File: src/rtl/hwb_pkg.sv
package hwb_pkg;

    typedef enum logic [2:0] {
        S_IDLE,
        S_WR_HOLD,
        S_RD_LAT,
        S_RD_CAP,
        S_RD_HOLD
    } hwb_state_t;

    // Port address codes (bits 1:0; bit 2 must be zero)
    localparam logic [1:0] P_LO    = 2'd0;
    localparam logic [1:0] P_HI    = 2'd1;
    localparam logic [1:0] P_COMMIT = 2'd2;
    localparam logic [1:0] P_FETCH = 2'd3;
    localparam logic [1:0] P_FIFO  = 2'd2;
    localparam logic [1:0] P_STAT  = 2'd3;

    localparam int NUM_CH    = 4;
    localparam int NUM_STRB  = 2;

endpackage

File: src/rtl/hwb_edge_sync.sv
module hwb_edge_sync #(
    parameter int STAGES = 2
) (
    input  logic clk,
    input  logic rst_n,
    input  logic async_n,
    output logic lvl_n,
    output logic fall
);
    logic [STAGES-1:0] shreg;
    logic              prev_n;

    always_ff @(posedge clk) begin
        if (!rst_n) begin
            shreg  <= '1;
            prev_n <= 1'b1;
        end else begin
            shreg  <= {shreg[STAGES-2:0], async_n};
            prev_n <= shreg[STAGES-1];
        end
    end

    assign lvl_n = shreg[STAGES-1];
    assign fall  = prev_n & ~shreg[STAGES-1];
endmodule

File: src/rtl/hwb_status_pack.sv
module hwb_status_pack
    import hwb_pkg::*;
#(
    parameter logic [3:0] REV = 4'd3
) (
    input  logic              selftest_ok,
    input  logic              reset_pin,
    input  logic [NUM_CH-1:0] ch_en,
    input  logic              sync_in,
    input  logic              lvl_done,
    input  logic              fifo_empty,
    output logic [15:0]       word
);
    localparam int CH_TOP = 10;

    logic [NUM_CH-1:0] ch_field;

    // Channel 0 sits at the highest bit of the enable field
    for (genvar i = 0; i < NUM_CH; i++) begin : g_ch
        assign ch_field[NUM_CH-1-i] = ch_en[i];
    end

    always_comb begin
        word                             = '0;
        word[12]                         = selftest_ok;
        word[11]                         = ~reset_pin;
        word[CH_TOP -: NUM_CH]           = ch_field;
        word[6]                          = sync_in;
        word[5:2]                        = REV;
        word[1]                          = lvl_done;
        word[0]                          = fifo_empty;
    end
endmodule

File: src/rtl/host_window_bridge.sv
module host_window_bridge
    import hwb_pkg::*;
#(
    parameter int         IADDR_W   = 16,
    parameter int         SYNC_STG  = 2,
    parameter logic [3:0] REV       = 4'd3
) (
    input  logic               clk,
    input  logic               rst_n,
    input  logic [2:0]         hst_addr,
    input  logic [15:0]        hst_wdata,
    input  logic               hst_wr_n,
    input  logic               hst_rd_n,
    output logic [15:0]        hst_rdata,
    output logic [IADDR_W-1:0] tgt_addr,
    output logic [31:0]        tgt_wdata,
    output logic               tgt_wr_stb,
    output logic               tgt_rd_stb,
    input  logic [31:0]        tgt_rdata,
    input  logic [15:0]        fifo_data,
    input  logic               fifo_empty,
    output logic               fifo_pop,
    input  logic               selftest_ok,
    input  logic               reset_pin,
    input  logic [NUM_CH-1:0]  ch_en,
    input  logic               sync_in,
    input  logic               lvl_done
);
    localparam int WR_IDX = 0;
    localparam int RD_IDX = 1;

    hwb_state_t         state, state_nx;
    logic [NUM_STRB-1:0] raw_n, lvl_n, fall;
    logic [31:0]        hold;
    logic [31:0]        rd_reg;
    logic [IADDR_W-1:0] iaddr;
    logic               rd_is_fifo;
    logic [15:0]        status_word;
    logic               addr_ok;
    logic               wr_ev, rd_ev;

    assign raw_n = {hst_rd_n, hst_wr_n};

    for (genvar g = 0; g < NUM_STRB; g++) begin : g_sync
        hwb_edge_sync #(.STAGES(SYNC_STG)) u_sync (
            .clk    (clk),
            .rst_n  (rst_n),
            .async_n(raw_n[g]),
            .lvl_n  (lvl_n[g]),
            .fall   (fall[g])
        );
    end

    hwb_status_pack #(.REV(REV)) u_stat (
        .selftest_ok(selftest_ok),
        .reset_pin  (reset_pin),
        .ch_en      (ch_en),
        .sync_in    (sync_in),
        .lvl_done   (lvl_done),
        .fifo_empty (fifo_empty),
        .word       (status_word)
    );

    assign addr_ok = (hst_addr[2] == 1'b0);
    assign wr_ev   = (state == S_IDLE) && fall[WR_IDX];
    assign rd_ev   = (state == S_IDLE) && !fall[WR_IDX] && fall[RD_IDX];

    // Next-state logic
    always_comb begin
        state_nx = state;
        unique case (state)
            S_IDLE: begin
                if (wr_ev)
                    state_nx = (addr_ok && hst_addr[1:0] == P_FETCH) ? S_RD_LAT : S_WR_HOLD;
                else if (rd_ev)
                    state_nx = S_RD_HOLD;
            end
            S_RD_LAT:  state_nx = S_RD_CAP;
            S_RD_CAP:  state_nx = S_WR_HOLD;
            S_WR_HOLD: if (lvl_n[WR_IDX]) state_nx = S_IDLE;
            S_RD_HOLD: if (lvl_n[RD_IDX]) state_nx = S_IDLE;
            default:   state_nx = S_IDLE;
        endcase
    end

    // State register
    always_ff @(posedge clk) begin
        if (!rst_n) state <= S_IDLE;
        else        state <= state_nx;
    end

    // Output and datapath process
    always_ff @(posedge clk) begin
        if (!rst_n) begin
            hold       <= '0;
            rd_reg     <= '0;
            iaddr      <= '0;
            rd_is_fifo <= 1'b0;
            tgt_wr_stb <= 1'b0;
            tgt_rd_stb <= 1'b0;
            fifo_pop   <= 1'b0;
        end else begin
            tgt_wr_stb <= 1'b0;
            tgt_rd_stb <= 1'b0;
            fifo_pop   <= 1'b0;
            if (wr_ev && addr_ok) begin
                unique case (hst_addr[1:0])
                    P_LO:     hold[15:0]  <= hst_wdata;
                    P_HI:     hold[31:16] <= hst_wdata;
                    P_COMMIT: begin
                        iaddr      <= hst_wdata[IADDR_W-1:0];
                        tgt_wr_stb <= 1'b1;
                    end
                    P_FETCH:  begin
                        iaddr      <= hst_wdata[IADDR_W-1:0];
                        tgt_rd_stb <= 1'b1;
                    end
                    default: ;
                endcase
            end
            if (rd_ev)
                rd_is_fifo <= addr_ok && (hst_addr[1:0] == P_FIFO);
            if (state == S_RD_CAP)
                rd_reg <= tgt_rdata;
            if (state == S_RD_HOLD && lvl_n[RD_IDX])
                fifo_pop <= rd_is_fifo && !fifo_empty;
        end
    end

    assign tgt_addr  = iaddr;
    assign tgt_wdata = hold;

    // Host read mux
    always_comb begin
        hst_rdata = '0;
        if (addr_ok) begin
            unique case (hst_addr[1:0])
                P_LO:   hst_rdata = rd_reg[15:0];
                P_HI:   hst_rdata = rd_reg[31:16];
                P_FIFO: hst_rdata = fifo_data;
                P_STAT: hst_rdata = status_word;
                default: hst_rdata = '0;
            endcase
        end
    end
endmodule

File: config.mk
export PLATFORM = sky130hd
export DESIGN_NAME = host_window_bridge
export DESIGN_NICKNAME = d
export VERILOG_FILES = /design/src/rtl/hwb_pkg.sv /design/src/rtl/hwb_edge_sync.sv /design/src/rtl/hwb_status_pack.sv /design/src/rtl/host_window_bridge.sv
export SDC_FILE = /design/constraint.sdc
export NUM_CORES = 1
export LEC_CHECK = 0
export ABC_AREA = 1
export BUFFER_PORTS_ARGS = -buffer_cell sky130_fd_sc_hd__buf_2
export CORE_ASPECT_RATIO = 0.5
export CORE_MARGIN = 2
export CORE_UTILIZATION = 30
export CTS_BUF_LIST = sky130_fd_sc_hd__clkbuf_8 sky130_fd_sc_hd__clkbuf_16
export DETAILED_ROUTE_END_ITERATION = 12
export GPL_TIMING_DRIVEN = 0
export PLACE_DENSITY = 0.65
export SETUP_SLACK_MARGIN = 0.1
export SKIP_CTS_REPAIR_TIMING = 1
export SYNTH_ARGS = -nofsm -noshare
export SYNTH_HDL_FRONTEND = slang
export SYNTH_HIERARCHICAL = 1
export SYNTH_SLANG_ARGS = --single-unit
File: constraint.sdc
create_clock -name clk -period 1.7 [get_ports clk]
set_input_delay 0.51 -clock clk [delete_from_list [all_inputs] [get_ports clk]]
set_output_delay 0.51 -clock clk [all_outputs]
set_load 0.02 [all_outputs]
After elaboration in Yosys (flattened, before gate mapping)
Index checks and enable logic that the tools add are counted.

word-level totals
  register bits = 93
  bits of input ports = 80
  output and inout bits = 67
  word-level logic and storage cells = 58

operators by class
  eq/ne operators = 10
  muxes and demuxes = 10
  bitwise operators = 6
  reductions and logical operators = 19

operators with widths
  kind                count
  $pmux 16 s4         1
  $mux 16             1
  $pmux 3 s5          1
  $mux 3              4
  $reduce_and 2->1    5
  $logic_and 1x1->1   8
  $eq 3x2->1 const B  2
  $eq 2x2->1 const B  2
  $ne 2x1->1 const B  2
  $not 1->1           4
  $eq 3x1->1 const B  1
  $eq 3x3->1 const B  1
  $logic_not 3->1     1
  $ne 3x3->1 const B  1
  $reduce_and 3->1    1
  $and 1x1->1         2
  $eq 2x1->1 const B  1
  $logic_not 1->1     2
  $logic_not 2->1     1
  $mux 1              2
  $mux 2              1
  $reduce_or 2->1     1

Logic depth before layout (Yosys ltp)
Gate-level depths: netlist of run 1.

  depth in word-level cells = 8
  depth in mapped cells = 9
  mapped depth without buffers = 7

Modules after synthesis
Netlist of run 1, hierarchy kept.

by module, submodules not included
  module              times used  cells an instance  area an instance (um^2)  sequential area each (um^2)
  host_window_bridge  1           554                3824.9                   1741.7
  hwb_edge_sync       2           11                 90.1                     60.1
  hwb_status_pack     1           18                 123.9                    0.0

Worst setup path after synthesis of run 1
OpenSTA, ideal clock, no wires.

  path kind = input to output
  from = in hst_addr[1]
  to = out hst_rdata[10]
  arrival time = 1514 ps
  data required time = 1190 ps
  path slack = -324 ps
  stages on the path = 5
  buffers on the path = 2
  cells stage by stage = buf_4 -> inv_2 -> clkbuf_1 -> o21ai_0 -> a31oi_1

between the ends
  cells in the longest elaborated chain, start to end = 3
  elaborated cells on any way between the ends = 6
  classes of those cells = eq/ne: 3; mux: 2; reduce/logical: 1

RTL lines
  element                                   RTL line                   source
  from (decl)                               host_window_bridge.sv:10   input logic [2:0] hst_addr,
  $eq 2x2->1, or another cell as far along  host_window_bridge.sv:137  unique case (hst_addr[1:0])
  $pmux 16 s4 *                             host_window_bridge.sv:137
  $mux 16 *                                 host_window_bridge.sv:136  if (addr_ok) begin
  to (decl)                                 host_window_bridge.sv:14   output logic [15:0] hst_rdata,

Mark *: on every way between the ends. The rest lies on a longest branch, timed or not.

Worst setup path after layout of run 1
  from = in hst_addr[0]
  to = out hst_rdata[7]

The elaborated chain is that of the path after synthesis.

==> impl_results.md, run 1 <==
- Post-DR wirelength/cell: 13.5 µm
- Fillers: 1,353
- Req. time, crit path: 1.19 ns
- Residual DRC: 0
- Reg2Reg Setup Slack: 0.27 ns
- Layout area overhead: 53.8%
- Die Y: 87.0 µm
- Failing checks: negative setup slack
- CTS tree: built
- Detail Placement HPWL: 9360 µm
- FF/Latch Area: 1860 µm²
- Core Region: 13,500 µm²
- Via density: between 4 and 5
- Final #Nets: about 840
- FMAX: 504 MHz
- Total die area: between 10,000 and 15,000 µm²
- Multi-input logic area: 2400 µm²
- Commonest non-fill, non-tap cell in the layout: nor2_1
- Maxcap violations: 0
- Largest net degree at the start of global routing: 20
- DR iter-0 viols: 199
- Worst-case vdd ir drop: 0.000491 V
- Leakage: 0.00293 µW
- Detailed Routing Iterations Pass 1: 5
- TritonCTS buffer count: 9
- Clock latency on the worst-skew pair: 0.35 ns
- Crit path max fanout: 5
- CTS clk-pin slew, worst paths: 0.07 ns
- Starting Density: 0.306
- Sequential area share after synthesis: 0.451
- H-tree levels: 3
- Via count: 4,328
- Reg-to-reg critical path startpoint: state[1]$_SDFFE_PN0P_
- Post-synth EDFFs: 0
- Power per standard cell area: 786 nW/µm²
- Slew Limit Fails: 0
- Maximum clock insertion buffer count: 2
- N_diodes: 0
- Initial antenna violation count: 0
- CTS Sinks: 93
- Synth top area cells: dfxtp_1 (45%), nor2_1 (15%), nand2_1 (8.5%)
- Width of the die: about 170 µm
- Mean Syn Cell Area: 6.95 µm²
- Number of I/O port buffers: 139
- Setup violators final: 16
- Worst Path Class, Setup: primary input to output port
- Tcrit/Tclk final: 1.17
- Rows: 30
- Synth warn: 6
- Yosys top cell area share: 0.451
- Worst setup EP type: output port
- Hold_sp: hst_wr_n
- Setup TNS: -3.83 ns
- Worst slack, placed: -0.457 ns
- Synth Instances: 594
- Crit Reg-Reg Endpoint: rd_reg[17]$_SDFFE_PN0P_
- Fin Hold WS: 0.346 ns
- Tightest Hold Check Type: primary input to flop
- I/O pin count: 147
- Overall routing resource usage: 0.166
- Minimum clock period after layout: 1.99 ns
- GRT overflow: 0
- R2R cell count: 8
- Library cells used by synthesis: 24
- Vias in the first global route: 4,073
- Hold Crit Endpoint: g_sync[0].u_sync/shreg[0]$_SDFF_PN1_
- Ratio of cells with drive above 1 in the final layout: 0.372
- Antenna Violating Nets Remaining: 0
- Commonest non-fill, non-tap cells in the layout: nor2_1 (166), buf_2 (129), dfxtp_1 (92)
- Hold Crit Depth: 3
- WP data arrival: 1.48 ns
- GP Congestion: 0.818
- Startpoint types: primary input
- Final worst setup slack: -0.285 ns
- Final Hold Vio Count: 0
- DRT Wirelength: between 10,000 and 15,000 µm
- Synthesized flop and latch total: 93
- CTS root buffer: clkbuf_16
- Post-Syn Area: just over 4000 µm²
- Final Skew: about 0.014 ns
- RSZ-0062 raised after global routing: true
- Post-synth ARST share: 0
- Status: finished with violations
- Yosys top cell by area: dfxtp_1
- Final Core Density: 0.470
- First-pass GRT wire length: 19,200 µm
- Primary FF master, synth: dfxtp_1
==> cells by family (layout without fill, tap and decap cells) <==
kind of cell / count (synthesis) / after routing / synth area share
and+or+nand+nor: 328 / 328 / 0.335
DFF: 93 / 93 / 0.451
other: 2 / 7 / 0.00182
AOI/OAI and AO/OA: 83 / 83 / 0.105
buffers and inverters: 88 / 255 / 0.107
==> where the power goes <==
group | switching [µW] | internal (µW)
sequential | 14.5 | 2200
combinational | 427 | 340
clock | 965 | 1040
==> stage by stage <==
stage | std cells | power (µW) | area (µm²)
final | 942 | 4990 | 6350
after floorplan | 599 | 2680 | 4610
after detailed placement | 914 | 2900 | 5530
after CTS | 930 | 4890 | 5830
after global placement | 914 | 2890 | 5530
after global routing | 942 | 5190 | 6350
==> layout make-up <==
class / instances / area share
buffer: 47 / 0.0591
clock buffer: 9 / 0.0355
clock inverter: 7 / 0.0122
inverter: 40 / 0.0294
multi-input combinational: 418 / 0.379
sequential: 93 / 0.293
tap: 176 / 0.0347
timing repair buffer: 152 / 0.157
==> cells in the mapped netlist, types with 3 or more instances <==
| cell | number |
|---|---|
| nor2_1 | 167 |
| dfxtp_1 | 93 |
| nand2_1 | 93 |
| o21ai_0 | 60 |
| nand3_1 | 51 |
| inv_1 | 32 |
| buf_4 | 18 |
| a31oi_1 | 16 |
| buf_2 | 10 |
| clkbuf_1 | 10 |
| inv_2 | 7 |
| buf_1 | 6 |
| nor2_4 | 6 |
| buf_6 | 4 |
| o21ai_1 | 4 |
| a21oi_1 | 3 |
| nand4_1 | 3 |
==> how the worst max path moves through the flow <==
stage / to / startpoint / slack, ns
2_1_floorplan: hst_rdata[11] / hst_addr[1] / 0.009
3_3_place_gp: hst_rdata[6] / hst_addr[1] / -0.43
3_5_place_dp: hst_rdata[5] / hst_addr[1] / -0.46
4_1_cts: hst_rdata[5] / hst_addr[1] / -0.46
5_1_grt: hst_rdata[7] / hst_addr[0] / -0.34
6_report: hst_rdata[7] / hst_addr[0] / -0.29
==> metal layers <==
metal / GRT usage / part of all wire
met5: 0 / 0
met4: 0.0365 / 0.0096
met3: 0.0373 / 0.046
met2: 0.299 / 0.49
met1: 0.205 / 0.45
==> worst max-delay path: stages <==
cell	delay (ns)
buf_12	0.11
nor2_4	0.17
clkinv_4	0.13
clkbuf_16	0.19
o21ai_4	0.18
a31oi_4	0.05
buf_6	0.14
(Power assumes the default switching activity.)
==> run 2, diff against run 1 <==
- CTS_BUF_LIST: sky130_fd_sc_hd__clkbuf_8 sky130_fd_sc_hd__clkbuf_16 -> sky130_fd_sc_hd__clkbuf_8
==> impl_results.md, run 2 (synthesis gave the netlist of run 1 again) <==
- Starting Density: 0.306
- Via count: 4,308
- Tightest Hold Check Type: primary input to flop
- Via density: 4.57
- Initial antenna violation count: 0
- TritonCTS buffer count: 9
- Clock power share: 0.333
- WP data arrival: 1.47 ns
- Maxcap violations: 0
- First-pass GRT wire length: 19,100 µm
- Commonest non-fill, non-tap cell in the layout: nor2_1
- Vias in the first global route: 4,041
- CTS Sinks: between 90 and 100
- Total die area: 14,800 µm²
- Req. time, crit path: 1.19 ns
- Slew Limit Fails: 0
- Net Sw Power: between 1000 and 1500 µW
- Worst Path Class, Setup: primary input to output port
- Power per standard cell area: 716 nW/µm²
- Placed Area: 5530 µm²
- I/O pin count: approximately 150
- Combinational power share: 0.172
- Slew of the pin with the lowest slew margin: 0.511 ns
- Design area: about 6300 µm²
- N_diodes: 0
- Status: finished with violations
- GP Congestion: a little over 0.8
- Width of the die: 170 µm
- Final worst setup slack: -0.283 ns
- Ratio of cells with drive above 1 in the final layout: 0.373
- Antenna Violating Nets Remaining: 0
- Detail Placement HPWL: 9360 µm
- GRT overflow: 0
- Overall routing resource usage: 0.166
- Final #Nets: 842
- Tcrit/Tclk final: 1.17
- Clock latency on the worst-skew pair: approximately 0.39 ns
- Final Skew: 0.0228 ns
- H-tree levels: 3
- Commonest non-fill, non-tap cells in the layout: nor2_1 (166), buf_2 (129), dfxtp_1 (92)
- Residual DRC: 0
- Core Region: 13,500 µm²
- Worst setup EP type: output port
- Number of I/O port buffers: ~140
- Failing checks: negative setup slack
- Rows: 30
- Post-DR wirelength/cell: 13.6 µm
- Maximum clock insertion buffer count: 2
- FMAX: 504 MHz
- Setup TNS: -3.80 ns
- Reg power frac: 0.496
- Detailed Routing Iterations Pass 1: 4
- Sw Share: 0.303
- Largest net degree at the start of global routing: 20
- Setup violators final: 16
- Rel. slew slack: 0.659
- Leakage: 0.00287 µW
- DRT Wirelength: 12,800 µm
- Minimum clock period after layout: just under 2 ns
- Pint: 3120 µW
- Die Y: 87.0 µm
- Layout area overhead: 51.4%
- Startpoint types: primary input
- Final Hold Vio Count: 0
- CTS root buffer: clkbuf_8
- Crit path max fanout: 5
- Worst-case vdd ir drop: 0.000345 V
- RSZ-0062 raised after global routing: true
- CTS tree: built
- DR iter-0 viols: between 200 and 250
- CTS clk-pin slew, worst paths: 0.09 ns
- Fin Hold WS: 0.311 ns
run 2: critical path, stage by stage:
cell       delay [ns]
buf_12           0.11
nor2_4           0.17
clkinv_4         0.12
clkbuf_16        0.19
o21ai_4          0.18
a31oi_4          0.05
buf_6            0.14
run 2: final cells by class:
type,count,area (µm²)
buffer,48,375
clock buffer,9,124
clock inverter,7,77.6
fill,1365,7260
inverter,40,191
multi-input combinational,418,2420
sequential,93,1860
tap,176,220
timing repair buffer,152,980
run 2: stage by stage:
| stage | setup WS, ns | std cells | util | total power [µW] |
|---|---|---|---|---|
| floorplan | 0.00900 | 599 | - | 2680 |
| global placement | -0.428 | 914 | 0.409 | 2890 |
| detailed placement | -0.457 | 914 | 0.409 | 2900 |
| CTS | -0.457 | 930 | 0.424 | 4370 |
| global route | -0.330 | 943 | 0.463 | 4670 |
| finish | -0.283 | 943 | 0.463 | 4470 |
run 2: power by group through the flow:
stage | combinational, µW | clock (µW) | sequential (µW)
finish | 767 | 1490 | 2220
global route | 827 | 1630 | 2220
CTS | 629 | 1530 | 2220
detailed placement | 628 | 0 | 2270
global placement | 623 | 0 | 2270
floorplan | 396 | 0 | 2290
run 2: final timing paths:
kind,startpoint,end,slack [ns],cells after the start
max reg2reg,state[2]$_SDFFE_PN0P_,tgt_addr[1]$_SDFFE_PN0P_,0.24,8
min,hst_wr_n,g_sync[0].u_sync/shreg[0]$_SDFF_PN1_,0.31,3
max,hst_addr[0],hst_rdata[7],-0.28,7
min reg2reg,g_sync[1].u_sync/shreg[0]$_SDFF_PN1_,g_sync[1].u_sync/shreg[1]$_SDFF_PN1_,0.41,2
run 2: metal layers:
metal  track usage  wire length (µm)
met1         0.204              5880
met2         0.296              6190
met3        0.0413               591
met4        0.0389               138
met5             0                 0
==> run 3, diff against run 2 <==
- PLACE_DENSITY: 0.65 -> 0.61
- SYNTH_HIERARCHICAL: 1 -> unset
==> impl_results.md, run 3 <==
- Total Power: 4320 µW
- Design area: 6030 µm²
- Worst setup EP type: output port
- CP peak stage delay: 0.21 ns
- Library cells used by synthesis: 26
- Final cell count without fillers: between 900 and 1,000
- Width of the die: 168 µm
- Post-synth EDFFs: 0
- Clock latency on the worst-skew pair: between 0.3 and 0.4 ns
- DR iter-0 viols: roughly 190
- Reg2Reg Setup Slack: around 0.23 ns
- Maximum clock insertion buffer count: 2
- FMAX: around 500 MHz
- Primary FF master, synth: dfxtp_1
- Reg-to-reg critical path startpoint: state[2]$_SDFFE_PN0P_
- Rows: 29
- DRT Wirelength: about 13,000 µm
- Final worst setup slack: -0.293 ns
- TritonCTS buffer count: 9
- Final Skew: 0.0124 ns
- Yosys top cell area share: 0.462
- Core Region: 12,900 µm²
- R2R cell count: 7
- Crit Reg-Reg Endpoint: rd_reg[14]$_SDFFE_PN0P_
- Req. time, crit path: 1.19 ns
- Detail Placement HPWL: 10,100 µm
- Worst path cell trace: buf_12, inv_12, nor2_4, clkbuf_16, buf_12, nand2_4, a31oi_4, buf_6
- Synth warn: 0
- Clock power share: 0.315
- Post-DR wirelength/cell: 14.6 µm
- Rel. slew slack: 0.620
- Commonest non-fill, non-tap cells in the layout: nor2_1 (169), buf_2 (135), dfxtp_1 (93)
- Worst-case vdd ir drop: 0.000329 V
- Tcrit/Tclk final: 1.17
- Worst slack, placed: -0.559 ns
- Crit path max fanout: 5
- Fin Hold WS: 0.328 ns
- Slew Limit Fails: 0
- Pint: roughly 3100 µW
- Vias in the first global route: approximately 4,000
- Via count: 4,327
- GRT overflow: 0
- Sw Share: 0.285
- Largest net degree at the start of global routing: 16
- Commonest non-fill, non-tap cell in the layout: nor2_1
- Reg power frac: 0.514
- Placed Area: 5370 µm²
- Starting Density: 0.313
- Final Hold Vio Count: 0
- Startpoint types: primary input
- Synth Instances: 570
- Synth top area cells: dfxtp_1 (46%), nor2_1 (16%), nand2_1 (9.1%)
- Layout area overhead: 49.8%
- GP Congestion: about 0.85
- Power per standard cell area: 716 nW/µm²
- Maxcap violations: 0
- Synth Net Count: 650
- Combinational power share: 0.172
- I/O pin count: around 150
- H-tree levels: 3
- Crit-path most repeated cell: buf_12
- Synthesized flop and latch total: 93
- # placed instances: 886
- Detailed Routing Iterations Pass 1: 4
- CP Capture Point: hst_rdata[1]
- N_diodes: 0
- Post-synth ARST share: 0
- Overall routing resource usage: 0.180
- Initial antenna violation count: 1
- Via density: 4.68
- Total die area: 14,400 µm²
- CP startpoint: hst_addr[1]
- Failing checks: negative setup slack
- Post-Syn Area: 4030 µm²
- WP data arrival: 1.48 ns
- First-pass GRT wire length: 20,200 µm
- Most frequent cell after synthesis: nor2_1
- Setup violators final: 16
- Worst Path Class, Setup: primary input to output port
- Slew of the pin with the lowest slew margin: ~0.57 ns
- CTS Sinks: 93
- Tightest Hold Check Type: primary input to flop
- Sequential area share after synthesis: 0.462
- Antenna Violating Nets Remaining: 0
- Hold_sp: hst_rd_n
- CTS tree: built
- Yosys top cell by area: dfxtp_1
- Status: finished with violations
- Leakage: 0.00281 µW
- Synth top cells by count: nor2_1 (171), nand2_1 (98), dfxtp_1 (93)
- CTS clk-pin slew, worst paths: about 0.08 ns
- Mean Syn Cell Area: between 7 and 8 µm²
- Die Y: approximately 86 µm
- Minimum clock period after layout: approximately 2.0 ns
- Residual DRC: 0
- Highest-delay cell along the critical path: nor2_4
- Ratio of cells with drive above 1 in the final layout: 0.349
- Net Sw Power: 1230 µW
- Number of I/O port buffers: 146
- Final #Nets: 829
- RSZ-0062 raised after global routing: true
- CTS root buffer: clkbuf_8
run 3: cell types whose count changed after synthesis, moves of 5 or more:
cell | previous run | this run
clkbuf_1 | 10 | 15
nand2_1 | 93 | 98
nand3_1 | 51 | 6
o21ai_0 | 60 | 51
nand4_1 | 3 | 48
inv_1 | 32 | 27
buf_4 | 18 | 2
run 3: worst min-delay path by stage:
stage / end / slack, ns / cells after the start
CTS: g_sync[1].u_sync.shreg[0]$_SDFF_PN1_ / 0.31 / 2
global placement: g_sync[0].u_sync.shreg[1]$_SDFF_PN1_ / 0.40 / 1
finish: g_sync[1].u_sync.shreg[0]$_SDFF_PN1_ / 0.33 / 2
global route: g_sync[1].u_sync.shreg[0]$_SDFF_PN1_ / 0.31 / 2
detailed placement: g_sync[0].u_sync.shreg[1]$_SDFF_PN1_ / 0.40 / 1
floorplan: g_sync[0].u_sync.shreg[1]$_SDFF_PN1_ / 0.39 / 1
run 3: cell families (layout without fill, tap and decap cells):
| family | Yosys count | in the layout | share of synthesized area |
|---|---|---|---|
| compound gates | 68 | 68 | 0.0889 |
| buf+inv | 70 | 254 | 0.0764 |
| flops | 93 | 93 | 0.462 |
| simple gates | 339 | 339 | 0.372 |
run 3: cell type report:
cell class              instances  area [µm²]
plain buffers                  38         295
clock buffers                  10         138
clock inverters                 6        38.8
fillers                      1295        6850
inverters                      32         148
multi-input cells             407        2280
flip-flops and latches         93        1860
well taps                     170         213
repair buffers                167        1060
repair inverters                1        5.00
run 3: worst max-delay path: cells and delay by family:
family                 cells  cell delay, ns
buffers and inverters      5            0.60
AND/OR/NAND/NOR            2            0.25
AO/OA/AOI/OAI              1            0.12
run 3: routing by layer:
metal | up-vias | part of all wire | global-route usage
li1 | 2209 | - | -
met1 | 1982 | 0.46 | 0.233
met2 | 119 | 0.45 | 0.298
met3 | 17 | 0.064 | 0.0512
met4 | 0 | 0.017 | 0.0490
met5 | - | 0 | 0
run 3: power groups by stage:
stage | clock (µW) | combinational (µW) | sequential (µW)
6_report | 1360 | 741 | 2220
5_1_grt | 1470 | 799 | 2220
4_1_cts | 1390 | 612 | 2220
3_5_place_dp | 0 | 611 | 2270
3_3_place_gp | 0 | 606 | 2270
2_1_floorplan | 0 | 349 | 2290
run 3: through the flow:
stage,utilization,setup TNS (ns)
floorplan,-,0
global placement,0.417,-10.31
detailed placement,0.417,-10.22
CTS,0.430,-7.95
global route,0.468,-4.41
finish,0.468,-3.81
